`src/rtl/trig_capture_buf.sv`:
```
module trig_capture_buf #(
  parameter int DW = 12,
  parameter int AW = 4
) (
  input  logic          clk,
  input  logic          rst_n,
  input  logic          arm,
  input  logic          rearm,
  input  logic [AW:0]   dly_set,
  input  logic [DW-1:0] smp_data,
  input  logic          smp_vld,
  input  logic          trig,
  output logic          done,
  output logic [AW:0]   fill_cnt,
  output logic [AW:0]   post_start,
  input  logic          rd_en,
  input  logic [AW-1:0] rd_addr,
  output logic [DW-1:0] rd_data,
  output logic          rd_vld
);
  localparam int DEPTH = 1 << AW;
  localparam logic [AW:0] NFULL = (AW+1)'(DEPTH);

  typedef enum logic [1:0] {ST_IDLE, ST_WAIT, ST_POST, ST_DONE} st_t;
  st_t st;

  logic [DW-1:0] mem [DEPTH];
  logic [AW-1:0] wp;
  logic [AW:0]   fill, dly_q, rem;

  wire          take   = smp_vld && (st == ST_WAIT || st == ST_POST);
  wire          hit    = smp_vld && trig && st == ST_WAIT;
  wire          start  = (st == ST_IDLE && arm) || (st == ST_DONE && rearm);
  wire [AW:0]   dly_in = (dly_set > NFULL) ? NFULL : dly_set;
  wire [AW-1:0] oldest = (fill == NFULL) ? wp : '0;
  wire [AW-1:0] rp     = oldest + rd_addr;

  always_ff @(posedge clk) begin
    if (!rst_n) begin
      st <= ST_IDLE; wp <= '0; fill <= '0; dly_q <= '0; rem <= '0;
    end else begin
      if (start) begin
        st <= ST_WAIT; wp <= '0; fill <= '0; dly_q <= dly_in;
      end
      if (take) begin
        wp <= wp + 1'b1;
        if (fill != NFULL) fill <= fill + 1'b1;
      end
      if (hit) begin
        st  <= (dly_q == '0) ? ST_DONE : ST_POST;
        rem <= dly_q;
      end
      if (st == ST_POST && smp_vld) begin
        rem <= rem - 1'b1;
        if (rem == 1) st <= ST_DONE;
      end
    end
  end

  always_ff @(posedge clk)
    if (take) mem[wp] <= smp_data;

  always_ff @(posedge clk) begin
    if (!rst_n) begin
      rd_vld  <= 1'b0;
      rd_data <= '0;
    end else begin
      rd_vld <= rd_en && done;
      if (rd_en && done) rd_data <= mem[rp];
    end
  end

  assign done       = (st == ST_DONE);
  assign fill_cnt   = fill;
  assign post_start = fill - dly_q;

  assert_fill_bounded_R3: assert property (@(posedge clk) disable iff (!rst_n)
    fill_cnt <= NFULL);
  assert_frozen_R6: assert property (@(posedge clk) disable iff (!rst_n)
    (done && !rearm) |=> (done && $stable(fill_cnt) && $stable(wp)));
  assert_freeze_on_sample_R5: assert property (@(posedge clk) disable iff (!rst_n)
    $rose(done) |-> $past(smp_vld));
  assert_rd_latency_R9: assert property (@(posedge clk) disable iff (!rst_n)
    (rd_en && done) |=> rd_vld);
  assert_no_rd_idle_R9: assert property (@(posedge clk) disable iff (!rst_n)
    !done |=> !rd_vld);
  assert_rearm_clears_R10: assert property (@(posedge clk) disable iff (!rst_n)
    (done && rearm) |=> (!done && fill_cnt == '0));
  assert_arm_ignored_R2: assert property (@(posedge clk) disable iff (!rst_n)
    (done && arm && !rearm) |=> done);
  assert_post_bound_R12: assert property (@(posedge clk) disable iff (!rst_n)
    done |-> post_start <= fill_cnt);
endmodule

```
`config.mk`:
```
export PLATFORM = sky130hd
export DESIGN_NAME = trig_capture_buf
export DESIGN_NICKNAME = d
export VERILOG_FILES = /design/src/rtl/trig_capture_buf.sv
export SDC_FILE = /design/constraint.sdc
export NUM_CORES = 1
export LEC_CHECK = 0
export BUFFER_PORTS_ARGS = -buffer_cell sky130_fd_sc_hd__clkbuf_2
export CORE_MARGIN = 3
export CORE_UTILIZATION = 55
export DETAILED_ROUTE_END_ITERATION = 10
export GPL_ROUTABILITY_DRIVEN = 1
export GPL_TIMING_DRIVEN = 0
export PLACE_DENSITY_LB_ADDON = 0.3
export REMOVE_ABC_BUFFERS = 1
export SYNTH_ARGS = -nofsm -noshare
export SYNTH_HDL_FRONTEND = slang
export SYNTH_SLANG_ARGS = --single-unit
```
`constraint.sdc`:
```
create_clock -name clk -period 5.1 [get_ports clk]
set_clock_uncertainty 0.2 [all_clocks]
set_input_delay 1.02 -clock clk [delete_from_list [all_inputs] [get_ports clk]]
set_output_delay 1.02 -clock clk [all_outputs]
set_load 0.01 [all_outputs]
```
==> impl_metrics.json <==
{
  "grt_pass1_vias": 5540,
  "drtIter0Drc": 446,
  "ys_seq_area_share_pct": 69.1,
  "clock-sinks": 226,
  "area_delta_synth_final_pct": 13.6,
  "r2r-start": "fill_cnt[1]",
  "fin_nets": 720,
  "worstMarginPinSlew_ns": 1.42,
  "ys.flop_type": "edfxtp_1",
  "crit_fanout": 59,
  "die_x_um": 136,
  "hold_path.class": "register to register",
  "grt_overflow_total": 0,
  "synth.most_common_cell": "edfxtp_1",
  "dp_cells": 862,
  "synth.distinct_cells": 44,
  "critPathCaptureType": "register",
  "drt_first_pass_iters": 5,
  "rrSetupSlack_ns": 0.82,
  "holdCritStartpoint": "rd_data[1]",
  "n_fill_cell": 1130,
  "path_class": "register to register",
  "fin_util_pct": 65.2,
  "powerDensity_mw_per_mm2": 363,
  "dieArea_mm2": 0.0185,
  "critPathLaunchType": "register",
  "synth_top_area_cell": "edfxtp_1",
  "ctsHoldBuffers": 0,
  "num_rows": 46,
  "dpl_worst_slack_ns": 0.826,
  "n_antenna_cell": 0,
  "synth_top_area_share_pct": 61.8,
  "vdd_drop_max_mv": 0.227,
  "period_share_pct": 84.0,
  "clockRootBuffer": "clkbuf_16",
  "grt_pass1_wl_mm": 30.4,
  "clock_latency_ns": 0.50,
  "clock_path_buffers": 3,
  "htreeDepth": 1,
  "ios": 52,
  "finalHoldViolations": 0,
  "place_area_mm2": 0.00985,
  "drt_wl_total_mm": 19.6,
  "synth_area_mm2": 0.00932,
  "grt_max_degree": 60,
  "clk_pin_slew_worst_paths_ns": 0.06,
  "setup_viol": 0,
  "max_freq_mhz": 233,
  "cts_tree": "done",
  "async_flop_share_pct": 0,
  "synth_area_leaders": "edfxtp_1 62%, dfxtp_1 7.3%, mux2i_1 6.5%, mux2_2 5.8%, ha_1 2.5%",
  "via_per_inst": 6.04,
  "syn_inst": 616,
  "stdcell_area_mm2": 0.0106,
  "start_util_pct": 57.4,
  "timing.rr.end": "rd_data[4]",
  "grt_antenna_before_repair": 0,
  "drive_above_1_share_pct": 23.7,
  "cts_buffers": 23,
  "arrival_ns": 4.43,
  "status": "finished clean",
  "maxCapViolCount": 0,
  "ctsResizeCount": 0,
  "portBuffers": 51,
  "via_count": 5464,
  "fin_ws_ns": 0.817,
  "finalMaxSlewViolations": 0,
  "hold_depth": 2,
  "holdPathEnd": "rd_data[1]",
  "critPathRequiredTime_ns": 5.25,
  "rsz0062_at_grt": "false",
  "ant_nets": 0,
  "post_cts_buffers": 0,
  "p_leak_nw": 3.76,
  "dp_hpwl_mm": 12.0,
  "wl_per_cell_um": 21.7,
  "place.gp.congestion": 0.808,
  "ys_seq_elements": 226,
  "die_y_um": 136,
  "fin_crit_ns": 4.28,
  "syn_area_per_cell_um2": 15.1,
  "slew_headroom_pct": 4.86,
  "synth_common_cells": "192 x edfxtp_1, 61 x mux2i_1, 48 x mux2_2, 34 x dfxtp_1, 33 x nor2_1",
  "instances_no_fill": 904,
  "core_area_mm2": 0.0162,
  "r2r_cells": 12,
  "grt.total_usage_pct": 21.6,
  "synth-edff-count": 192,
  "yosysWarnings": 0,
  "total_power_mw": 3.85,
  "drcViolationCount": 0
}
## layout make-up
type                            instances  area [um^2]  share of cell area (%)
Clock buffer                           34          657                    6.20
Clock inverter                          8         67.6                   0.638
Sequential cell                       226         6450                    60.9
Multi-Input combinational cell        343         2710                    25.6
Inverter                               18         67.6                   0.638
Timing Repair Buffer                   59          369                    3.49
Tap cell                              216          270                    2.55
## kinds of logic after synthesis
group           share of synthesized area (%)
xor+xnor                                0.819
simple gates                             5.15
fa+ha+maj                                2.98
flops                                    69.1
mux                                      12.3
compound gates                           7.11
buf+inv                                  2.44
## cells in the final DEF, fill, tap and decap left out, types with 2 or more instances in the layout
cell,netlist,routed
nand2_1,29,29
buf_6,1,5
xnor2_1,5,5
buf_8,0,2
nor2_2,0,11
clkbuf_16,0,23
clkbuf_8,0,4
dfxtp_1,34,34
edfxtp_1,192,192
and2_1,2,2
clkbuf_1,6,7
mux2_2,48,48
nor3_2,0,4
o21ai_1,10,10
clkinv_2,0,5
a222oi_1,2,2
o22ai_1,24,24
mux2i_1,61,61
nor2_1,33,22
ha_1,19,19
nor3_1,6,2
nor3b_1,4,4
inv_1,17,17
a21o_1,3,3
and3_1,3,3
clkinv_1,1,2
a21oi_1,21,20
clkbuf_2,0,51
o21ai_0,15,15
nand3_1,13,13
nand2b_1,4,4
a221oi_1,24,24
## power breakdown
part | switching (mW) | internal, mW | total, mW
sequential | 0.00939 | 2.02 | 2.03
clock | 0.650 | 0.942 | 1.59
combinational | 0.138 | 0.0901 | 0.228
## metal layers
layer / vias up / GRT usage, % / share of wire, %
met3: 52 / 3.66 / 6.2
li1: 2482 / - / -
met2: 207 / 35.6 / 48
met1: 2723 / 29.4 / 42
met4: 0 / 7.45 / 3.1
met5: - / 0 / 0
## metrics by stage
stage | hold WS [ns] | TNS, ns
2_1_floorplan | 0.259 | -6.32
3_3_place_gp | 0.236 | -22.09
3_5_place_dp | 0.246 | 0
4_1_cts | 0.254 | 0
5_1_grt | 0.278 | 0
6_report | 0.254 | 0
## worst max-delay path, cell delays in order, from the launching register on
cell	delay, ns
dfxtp_1	0.45
inv_1	0.13
ha_1	0.22
nand3_1	0.23
nor2_1	0.07
ha_1	0.21
fa_4	1.21
buf_16	0.39
mux2_2	0.37
o22ai_1	0.15
a221oi_1	0.10
mux2i_1	0.25
o21ai_1	0.10
## worst max-delay path by stage
| stage | from | to | slack [ns] | depth (start not counted) |
|---|---|---|---|---|
| 2_1_floorplan | rd_addr[0] | rd_data[11] | -0.54 | 7 |
| 3_3_place_gp | rd_addr[0] | rd_data[7] | -1.94 | 8 |
| 3_5_place_dp | rd_addr[0] | rd_data[3] | 0.83 | 9 |
| 4_1_cts | fill_cnt[1] | rd_data[4] | 0.83 | 12 |
| 5_1_grt | fill_cnt[1] | rd_data[11] | 0.57 | 12 |
| 6_report | fill_cnt[1] | rd_data[4] | 0.82 | 12 |
## flip-flops by register name (all words and copies together), names as in the netlist
register,flops
mem,192
rd_data,12
dly_q,5
fill_cnt,5
rem,5
wp,4
st,2
rd_vld,1
No activity file was read; power rests on OpenSTA's default activity.
